**src/rtl/vmx_pkg.sv**
```systemverilog
// Package: shared types and constants for the video multiplexer sequencer.
// Assumes exactly three colours and three lanes; lane code 3 means "off".
package vmx_pkg;

    localparam int NUM_COLORS   = 3;
    localparam int LANE_W       = 2;
    localparam int MOSAIC_LINES = NUM_COLORS;
    localparam int DELTA_LINES  = 4;
    localparam int MOS_W        = $clog2(MOSAIC_LINES);
    localparam int DLT_W        = $clog2(DELTA_LINES);
    localparam logic [LANE_W-1:0] LANE_OFF = 2'd3;

    typedef enum logic [1:0] {
        PAT_STRIPE    = 2'd0,
        PAT_DELTA_ONE = 2'd1,
        PAT_MOSAIC    = 2'd2,
        PAT_DELTA_TWO = 2'd3
    } pattern_e;

    // Rotate a colour index by a shift, modulo the lane count.
    function automatic logic [LANE_W-1:0] rotate_lane(input logic [LANE_W-1:0] color,
                                                      input logic [LANE_W-1:0] shift);
        logic [LANE_W:0] sum;
        sum = {1'b0, color} + {1'b0, shift};
        if (sum >= (LANE_W+1)'(NUM_COLORS)) sum = sum - (LANE_W+1)'(NUM_COLORS);
        return sum[LANE_W-1:0];
    endfunction

endpackage

```
**src/rtl/vmx_inh_edge.sv**
```systemverilog
// Module: synchronizes the inhibit input and flags its falling edge for one cycle.
// Assumes the inhibit input idles low; the chain resets to low, so a rising edge never
// produces a flag and reset never creates a false falling edge.
module vmx_inh_edge #(
    parameter int SYNC_STAGES = 2
) (
    input  logic clk,
    input  logic rst_n,
    input  logic inh_i,
    output logic fall_o
);

    logic inh_s;
    logic inh_p;

    generate
        if (SYNC_STAGES == 0) begin : g_nosync
            assign inh_s = inh_i;
        end else begin : g_sync
            logic [SYNC_STAGES-1:0] chain;
            // Shift the asynchronous input through the synchronizer chain.
            always_ff @(posedge clk) begin
                if (!rst_n) chain <= '0;
                else        chain <= {chain[SYNC_STAGES-2 >= 0 ? SYNC_STAGES-2 : 0 : 0], inh_i} & {SYNC_STAGES{1'b1}};
            end
            assign inh_s = chain[SYNC_STAGES-1];
        end
    endgenerate

    // Keep the previous synchronized level for edge detection.
    always_ff @(posedge clk) begin
        if (!rst_n) inh_p <= 1'b0;
        else        inh_p <= inh_s;
    end

    assign fall_o = inh_p & ~inh_s;

    // a falling edge flag lasts one cycle only.
    assert_single_fall_R10: assert property (@(posedge clk) disable iff (!rst_n)
        fall_o |=> !fall_o);

endmodule

```
**src/rtl/vmx_mod_counter.sv**
```systemverilog
// Module: modulo-N line counter stepping on a one-cycle strobe.
// Exposes both the registered count and the value it takes at the next edge, so that
// downstream registers can be loaded in the same cycle. Assumes MODULUS >= 2.
module vmx_mod_counter #(
    parameter int MODULUS = 3,
    localparam int CNT_W  = (MODULUS > 2) ? $clog2(MODULUS) : 1
) (
    input  logic             clk,
    input  logic             rst_n,
    input  logic             step_i,
    output logic [CNT_W-1:0] count_o,
    output logic [CNT_W-1:0] count_nxt_o
);

    localparam logic [CNT_W-1:0] LAST = CNT_W'(MODULUS - 1);

    // Work out the following count: wrap at the last value, hold without a strobe.
    always_comb begin
        if (!step_i)              count_nxt_o = count_o;
        else if (count_o == LAST) count_nxt_o = '0;
        else                      count_nxt_o = count_o + 1'b1;
    end

    // Hold the count register.
    always_ff @(posedge clk) begin
        if (!rst_n) count_o <= '0;
        else        count_o <= count_nxt_o;
    end

    // the count never leaves its range.
    assert_in_range_R6: assert property (@(posedge clk) disable iff (!rst_n)
        count_o <= LAST);

    // without a strobe the count holds.
    assert_hold_R4: assert property (@(posedge clk) disable iff (!rst_n)
        !step_i |=> $stable(count_o));

endmodule

```
**src/rtl/vmx_route_map.sv**
```systemverilog
// Module: maps the line counters and colour-filter arrangement to a lane for each colour.
// Purely combinational; assumes mos_phase_i < 3 and dlt_phase_i < 4.
module vmx_route_map
    import vmx_pkg::*;
(
    input  pattern_e                              pattern_i,
    input  logic [MOS_W-1:0]                      mos_phase_i,
    input  logic [DLT_W-1:0]                      dlt_phase_i,
    output logic [NUM_COLORS-1:0][LANE_W-1:0]     lane_o
);

    logic [LANE_W-1:0] shift;

    // Pick the rotation amount for the current line from the arrangement.
    always_comb begin
        unique case (pattern_i)
            PAT_STRIPE:    shift = '0;
            PAT_MOSAIC:    shift = LANE_W'(mos_phase_i);
            PAT_DELTA_ONE: shift = dlt_phase_i[0] ? 2'd1 : 2'd0;
            PAT_DELTA_TWO: begin
                if (dlt_phase_i == 2'd1)      shift = 2'd1;
                else if (dlt_phase_i == 2'd3) shift = 2'd2;
                else                          shift = 2'd0;
            end
            default:       shift = '0;
        endcase
    end

    generate
        for (genvar c = 0; c < NUM_COLORS; c++) begin : g_color
            // Rotate this colour's home lane by the line shift.
            always_comb lane_o[c] = rotate_lane(LANE_W'(c), shift);
        end
    endgenerate

endmodule

```
**src/rtl/vmx_select_seq.sv**
```systemverilog
// Module: top of the video multiplexer select sequencer.
// Steps the line counters and the bank selector on each inhibit falling edge, and
// registers the routing pattern for that line. Holds the multiplexer off and sampling
// disabled from reset until the first edge. Assumes pat_sel_i is steady around the edge.
module vmx_select_seq
    import vmx_pkg::*;
#(
    parameter int SYNC_STAGES = 2
) (
    input  logic              clk,
    input  logic              rst_n,
    input  logic              inh_i,
    input  logic [1:0]        pat_sel_i,
    output logic [LANE_W-1:0] route_r_o,
    output logic [LANE_W-1:0] route_g_o,
    output logic [LANE_W-1:0] route_b_o,
    output logic              bank_sel_o,
    output logic              sample_en_o
);

    logic                           fall;
    logic [MOS_W-1:0]               mos_q, mos_nxt;
    logic [DLT_W-1:0]               dlt_q, dlt_nxt;
    logic                           bank_nxt;
    logic [NUM_COLORS-1:0][LANE_W-1:0] lane_nxt;
    logic [NUM_COLORS-1:0][LANE_W-1:0] route_q;
    pattern_e                       pat_q;
    logic                           armed_q;

    vmx_inh_edge #(.SYNC_STAGES(SYNC_STAGES)) u_edge (
        .clk    (clk),
        .rst_n  (rst_n),
        .inh_i  (inh_i),
        .fall_o (fall)
    );

    vmx_mod_counter #(.MODULUS(MOSAIC_LINES)) u_mos_cnt (
        .clk         (clk),
        .rst_n       (rst_n),
        .step_i      (fall),
        .count_o     (mos_q),
        .count_nxt_o (mos_nxt)
    );

    vmx_mod_counter #(.MODULUS(DELTA_LINES)) u_dlt_cnt (
        .clk         (clk),
        .rst_n       (rst_n),
        .step_i      (fall),
        .count_o     (dlt_q),
        .count_nxt_o (dlt_nxt)
    );

    vmx_mod_counter #(.MODULUS(2)) u_bank_cnt (
        .clk         (clk),
        .rst_n       (rst_n),
        .step_i      (fall),
        .count_o     (bank_sel_o),
        .count_nxt_o (bank_nxt)
    );

    vmx_route_map u_map (
        .pattern_i   (pattern_e'(pat_sel_i)),
        .mos_phase_i (mos_nxt),
        .dlt_phase_i (dlt_nxt),
        .lane_o      (lane_nxt)
    );

    // Arm sampling at the first line boundary and keep it armed.
    always_ff @(posedge clk) begin
        if (!rst_n)    armed_q <= 1'b0;
        else if (fall) armed_q <= 1'b1;
    end

    // Load the routing and the arrangement for the new line at each boundary.
    always_ff @(posedge clk) begin
        if (!rst_n) begin
            route_q <= {NUM_COLORS{LANE_OFF}};
            pat_q   <= PAT_STRIPE;
        end else if (fall) begin
            route_q <= lane_nxt;
            pat_q   <= pattern_e'(pat_sel_i);
        end
    end

    assign route_r_o   = route_q[0];
    assign route_g_o   = route_q[1];
    assign route_b_o   = route_q[2];
    assign sample_en_o = armed_q;

    // before arming, the multiplexer is off and bank 0 is selected.
    assert_off_before_arm_R2: assert property (@(posedge clk) disable iff (!rst_n)
        !sample_en_o |-> (route_r_o == LANE_OFF && route_g_o == LANE_OFF &&
                          route_b_o == LANE_OFF && !bank_sel_o));

    // once armed, sampling stays enabled.
    assert_arm_sticky_R3: assert property (@(posedge clk) disable iff (!rst_n)
        sample_en_o |=> sample_en_o);

    // each line boundary swaps the bank.
    assert_bank_swap_R4: assert property (@(posedge clk) disable iff (!rst_n)
        fall |=> bank_sel_o != $past(bank_sel_o));

    // stripe arrangement routes every colour to its home lane.
    assert_stripe_fixed_R5: assert property (@(posedge clk) disable iff (!rst_n)
        (sample_en_o && pat_q == PAT_STRIPE) |->
        (route_r_o == 2'd0 && route_g_o == 2'd1 && route_b_o == 2'd2));

    // once armed, the three colours occupy three different live lanes.
    assert_distinct_lanes_R6: assert property (@(posedge clk) disable iff (!rst_n)
        sample_en_o |-> (route_r_o != route_g_o && route_g_o != route_b_o &&
                         route_r_o != route_b_o && route_r_o != LANE_OFF &&
                         route_g_o != LANE_OFF && route_b_o != LANE_OFF));

    // routing changes only at a line boundary.
    assert_route_hold_R9: assert property (@(posedge clk) disable iff (!rst_n)
        !fall |=> $stable(route_q));

endmodule

```
**config.mk**
```make
export PLATFORM = sky130hd
export DESIGN_NAME = vmx_select_seq
export DESIGN_NICKNAME = d
export VERILOG_FILES = /design/src/rtl/vmx_pkg.sv /design/src/rtl/vmx_inh_edge.sv /design/src/rtl/vmx_mod_counter.sv /design/src/rtl/vmx_route_map.sv /design/src/rtl/vmx_select_seq.sv
export SDC_FILE = /design/constraint.sdc
export NUM_CORES = 1
export LEC_CHECK = 0
export CAP_MARGIN = 10
export CORE_MARGIN = 5
export CORE_UTILIZATION = 44
export DETAILED_ROUTE_END_ITERATION = 16
export GPL_ROUTABILITY_DRIVEN = 0
export PLACE_DENSITY = 0.72
export SETUP_SLACK_MARGIN = 0.4
export SYNTH_ARGS = -nofsm -noshare
export SYNTH_HDL_FRONTEND = slang
export SYNTH_HIERARCHICAL = 1
export SYNTH_SLANG_ARGS = --single-unit
```
**constraint.sdc**
```tcl
create_clock -name clk -period 1.71 [get_ports clk]
set_input_delay 0.2565 -clock clk [delete_from_list [all_inputs] [get_ports clk]]
set_output_delay 0.2565 -clock clk [all_outputs]
set_load 0.01 [all_outputs]
```
# --- Yosys cells after proc, flatten, opt, wreduce, memory -nomap -nowiden ---
# Index checks and enable logic that the tools add are counted.
totals:
  out_inout_bits: 8
  ff_bits: 15
  elab_cells: 42
  inputBits: 5
classes:
  magnitude_cmp: 3
  n_reduce_logical: 1
  bitwise: 2
  n_mux: 12
  n_addsub: 8
  eq_ne: 7
ops:
  columns: ["operator", "count"]
  rows:
  - ["$mux 2", 9]
  - ["$eq 2x2->1 const B", 5]
  - ["$pmux 2 s4", 1]
  - ["$ge 3x2->1 const B", 2]
  - ["$sub 2x2->2 const B", 3]
  - ["$add 2x1->2 const B", 2]
  - ["$eq 2x1->1 const B", 2]
  - ["$add 1x2->3 const A", 1]
  - ["$add 2x2->3 const A", 1]
  - ["$ge 2x2->1 const B", 1]
  - ["$logic_not 2->1", 1]
  - ["$mux 1", 2]
  - ["$add 1x1->1 const B", 1]
  - ["$and 1x1->1", 1]
  - ["$not 1->1", 1]

# --- Longest topological paths before layout ---
logic_depth:
  word_depth: 10
  ltp_mapped: 8
  ltp_nobuf: 7

# --- By module ---
# The synthesis kept the hierarchy.
by_module_without_submodules:
  columns: ["module", "area_per_inst_um2", "n_inst", "seq_area_each_um2", "cells_each"]
  rows:
  - ["vmx_select_seq", 241.5, 1, 140.1, 21]
  - ["vmx_mod_counter at u_mos_cnt", 115.1, 1, 40.0, 12]
  - ["vmx_mod_counter at u_dlt_cnt", 108.9, 1, 40.0, 9]
  - ["vmx_route_map", 90.1, 1, 0.0, 12]
  - ["vmx_inh_edge", 88.8, 1, 60.1, 7]
  - ["vmx_mod_counter at u_bank_cnt", 35.0, 1, 20.0, 3]

# --- Worst setup path before layout ---
# No wires, ideal clock.
synth_timing:
  path_kind: "flip-flop to flip-flop"
  startpoint: "reg u_edge.g_sync.chain[1]"
  endpoint: "reg route_q, in the netlist route_b_o[0]"
  required_ps: 1652
  synth_period_minus_slack_ps: 1723
  path_stages_with_launch: 8
  t_arrival_ps: 1664
  setup_ps: 58
  path_buffers: 1
  path_slack_ps: -13
  path_cell_list: "dfxtp_1 and2b_2 mux2_4 or3b_1 a21boi_1 buf_4 mux2i_1 nand2_1"
synth_lines:
  columns: ["element", "line_no", "rtl"]
  rows:
  - ["start, declared", "vmx_inh_edge.sv:20", "logic [SYNC_STAGES-1:0] chain;"]
  - ["start signal, assigned", "vmx_inh_edge.sv:24", "else chain <= {chain[SYNC_STAGES-2 >= 0 ? SYNC_STAGES-2 : 0 : 0], inh_i} & {SYNC_STAGES{1'b1}};"]
  - ["end signal, assigned", "vmx_select_seq.sv:77", "route_q <= {NUM_COLORS{LANE_OFF}};"]
  - ["end signal, assigned", "vmx_select_seq.sv:80", "route_q <= lane_nxt;"]
  - ["end, declared", "vmx_select_seq.sv:26", "logic [NUM_COLORS-1:0][LANE_W-1:0] route_q;"]

# --- Final worst setup path ---
layout_timing:
  startpoint: "reg u_edge.g_sync.chain[1]"
  endpoint: "reg route_q, in the netlist route_b_o[0]"
layout_between:
  word_cells_on_any_way: 14
  classes_between: "add/sub: 2; order compare: 1; eq/ne: 2; mux: 7; bitwise: 2"
layout_lines:
  columns: ["element", "line_no", "rtl"]
  rows:
  - ["$not 1->1 *", "vmx_inh_edge.sv:36", "assign fall_o = inh_p & ~inh_s;"]
  - ["$and 1x1->1 *", "vmx_inh_edge.sv:36", null]
  - ["named net fall", "vmx_select_seq.sv:21", "logic fall;"]
  - ["$mux 2 *", "vmx_mod_counter.sv:19", "if (!step_i) count_nxt_o = count_o;"]
  - ["named net mos_nxt[0]", "vmx_select_seq.sv:22", "logic [MOS_W-1:0] mos_q, mos_nxt;"]
  - ["$pmux 2 s4 *", "vmx_route_map.sv:16", "unique case (pattern_i)"]
  - ["$add 2x2->3 *", "vmx_pkg.sv:24", "sum = {1'b0, color} + {1'b0, shift};"]
  - ["$ge 3x2->1 / $sub 2x2->2 (equally long branches)", "vmx_pkg.sv:25", "if (sum >= (LANE_W+1)'(NUM_COLORS)) sum = sum - (LANE_W+1)'(NUM_COLORS);"]
  - ["$mux 2 *", "vmx_pkg.sv:25", null]
# The timed path passes the listed nets; every way through them passes the cells marked *.
# A chain may end at the register's enable or synchronous reset.

==> summary.md <==
| Metric | Value |
|---|---|
| Area grow syn2layout | `35.5%` |
| N_diodes | `0` |
| Cell taking the most area after synthesis | `dfxtp_1` |
| Congestion Overflow GR | `0` |
| Die W | `49.3 µm` |
| Starting Density | `45.6%` |
| Area of the die | `2430 µm²` |
| Initial antenna violation count | `0` |
| Vias in the first global route | `479` |
| Fraction of layout cells with a size suffix above 1 | `33.3%` |
| Register-to-register setup slack | `0.06 ns` |
| Layout Skew | `0.00333 ns` |
| Pwr dens | `694 nW/µm²` |
| Post-synth net total | `70` |
| Final nets | `91` |
| Hold crit path type | `flip-flop to flip-flop` |
| Post-Syn Instances | `64` |
| Clock latency on the worst-skew pair | `0.28 ns` |
| Largest net degree at the start of global routing | `14` |
| Root Driver | `clkbuf_4` |
| Final std cells w/o fill | `100` |
| Synth top area cells | `dfxtp_1 44%, mux2i_1 10%, mux2_4 4.4%` |
| Reg2reg start | `u_edge/g_sync.chain[1]` |
| Residual DRC count | `0` |
| Tightest Pin Transition | `0.388 ns` |
| I/O pin cnt | `13` |
| CP Cell Sequence | `and2b_4 > mux2_4 > or3b_4 > a21boi_2 > mux2i_1 > nand2_1` |
| Via count | `502` |
| Main combinational cell family by area after synthesis | `simple AND/OR/NAND/NOR gates` |
| Crit path buf inv count | `0` |
| CP max FO | `4` |
| Minimum clock period | `1.65 ns` |
| EDFF count, synth | `0` |
| Critical Path Sink Type | `flip-flop` |
| Top FF cell, synth | `dfxtp_1` |
| Mapped Avg Cell Area | `10.6 µm²` |
| Async SR Flop Fraction | `0%` |
| Inst Count DP | `91` |
| Lkg Pwr | `0.383 nW` |
| Setup crit start | `u_edge/g_sync.chain[1]` |
| Clock sink count | `15` |
| Clk buf depth | `2` |
| CP endpoint | `route_b_o[0]` |
| First-pass GRT wire length | `2.12 mm` |
| WHS | `0.442 ns` |
| Total Wirelength | `1.29 mm` |
| Fmax | `605 MHz` |
| CTS Buf Count | `3` |
| Row count | `14` |
| Final setup fails | `0` |
| Hold Fails Final Rpt | `0` |
| Max-slew violation count | `0` |
| RSZ-0062 raised after global routing | `true` |
| Cell area after synthesis | `679 µm²` |
| Routed WL per cell | `12.9 µm` |
| # Max-Cap Violations | `0` |
| Post-synthesis mux area share | `16.4%` |
| Adder-cell share of the synthesized area | `1.84%` |
| #FFs+latches synth | `15` |
| Reg2Reg Depth | `6` |
| Slew headroom | `74.1%` |
| Worst path required time | `1.94 ns` |
| Startpoint types | `flip-flop` |
| CTS tree | `done` |
| Maximum vdd drop | `323 µV` |
| H-tree depth | `1` |
| Yosys cell types | `28` |
| DP Area | `810 µm²` |
| Worst-path clk slew | `0.09 ns` |
| Routed Antenna Nets | `0` |
| Post-synthesis sequential area ratio | `44.2%` |
| Fin crit share | `96.7%` |
| Status | `finished clean` |
| Drt first pass iters | `3` |
| Compound-Gate Fraction of Synth Area | `8.66%` |
| CP Class | `flip-flop to flip-flop` |
| # hold bufs at CTS | `0` |
| Initial DRC count | `8` |
| Final instance area | `921 µm²` |
| Synth top area share | `44.2%` |
| Post-Synth Simple-Gate Area | `20.8%` |
| Core box area | `1490 µm²` |
| PortBufs | `12` |
| GRT Total Usage | `11.2%` |
| Yosys warns | `6` |
| Crit-path slowest cell | `or3b_4` |
| Die H | `49.3 µm` |
| XOR/XNOR share of the synthesized area | `2.58%` |
| CP arrival | `1.88 ns` |
| Commonest cells after routing, fill and taps aside | `14 x dfxtp_1, 8 x dlygate4sd2_1, 6 x mux2i_1, 6 x nand2_1, 5 x buf_4` |
| Worst path max stage delay | `0.38 ns` |
| Capturing point of the worst reg2reg path | `route_b_o[0]` |
| Via/cell ratio | `5.02` |
| Most common cell after layout, fill and taps aside | `dfxtp_1` |
| WP depth | `6` |
| CP top delay family | `simple AND/OR/NAND/NOR gates` |
| Post-DP HPWL | `899 µm` |
## state kept, by name, indices dropped and copies added (netlist names)
signal,cells
u_mos_cnt/count_o,2
u_bank_cnt/count_o,1
route_r_o,2
route_g_o,2
sample_en_o,1
route_b_o,2
u_edge/inh_p,1
u_edge/g_sync.chain,2
u_dlt_cnt/count_o,2
## through the flow
step / setup TNS (ns) / power [mW] / util, % / setup WS (ns)
after floorplan: 0 / 0.408 / - / 0.0207
after global placement: 0 / 0.435 / 54.4 / 0.117
after detailed placement: 0 / 0.437 / 54.4 / 0.0756
after CTS: 0 / 0.637 / 56.4 / 0.0803
after global routing: -0.116 / 0.678 / 61.8 / -0.0446
final: 0 / 0.639 / 61.8 / 0.0569
## logic make-up after synthesis
kind of cell,Yosys count
AO/OA/AOI/OAI,7
XOR/XNOR,2
adder cells (fa/ha/maj),1
buffers and inverters,5
flip-flops,15
multiplexers,10
AND/OR/NAND/NOR,24
## report_power, final
part	total (mW)	switching (mW)	leakage, nW	internal (mW)
clock network	0.203	0.116	0.0177	0.0867
logic	0.0720	0.0303	0.242	0.0417
registers	0.364	0.00541	0.123	0.359
total	0.639	0.152	0.383	0.487
## area by class of cell
class / instances / area [µm²]
Tap cell: 16 / 20.0
Fill cell: 132 / 568
Multi-Input combinational cell: 44 / 364
Sequential cell: 15 / 302
Timing Repair Buffer: 20 / 204
Clock buffer: 3 / 22.5
Clock inverter: 1 / 5.00
Inverter: 1 / 3.75
## worst min path at each step
stage | slack (ns) | cells after the start | endpoint | from
6_report | 0.44 | 1 | u_edge/g_sync.chain[1] | u_edge/g_sync.chain[0]
5_1_grt | 0.47 | 1 | u_edge/g_sync.chain[1] | u_edge/g_sync.chain[0]
4_1_cts | 0.44 | 1 | u_edge/g_sync.chain[1] | u_edge/g_sync.chain[0]
3_5_place_dp | 0.42 | 1 | u_edge/g_sync.chain[1] | u_edge/g_sync.chain[0]
3_3_place_gp | 0.41 | 1 | u_edge/g_sync.chain[1] | u_edge/g_sync.chain[0]
2_1_floorplan | 0.32 | 1 | route_b_o[0] | rst_n
## metal layers
metal	up-vias	global-route usage, %	wire length, µm
li1	255	-	-
met1	236	12.5	562
met2	9	18.7	647
met3	2	3.98	68
met4	0	5.38	8
met5	-	0	0
## cells in the mapped netlist (all sizes together) (2+ instances only)
library cell,number
buf,4
mux2,3
nand3b,2
xor2,2
dfxtp,15
and2,5
nand2,8
and2b,3
nor2,2
mux2i,7
## timing repair
| item | in CTS | in global routing |
|---|---|---|
| setup buffers | 1 | 3 |
| endpoints found under the setup margin | 14 | 11 |
| cloned | 0 | 1 |
| resized for setup | 10 | 11 |
| pin swaps | 0 | 4 |
## worst register-to-register path, stage by stage, from the launching register on
cell and delay (ns):
dfxtp_2 0.33, and2b_4 0.28, mux2_4 0.32, or3b_4 0.38, a21boi_2 0.16, mux2i_1 0.08
nand2_1 0.05
Power figures use the tool's default switching activity.
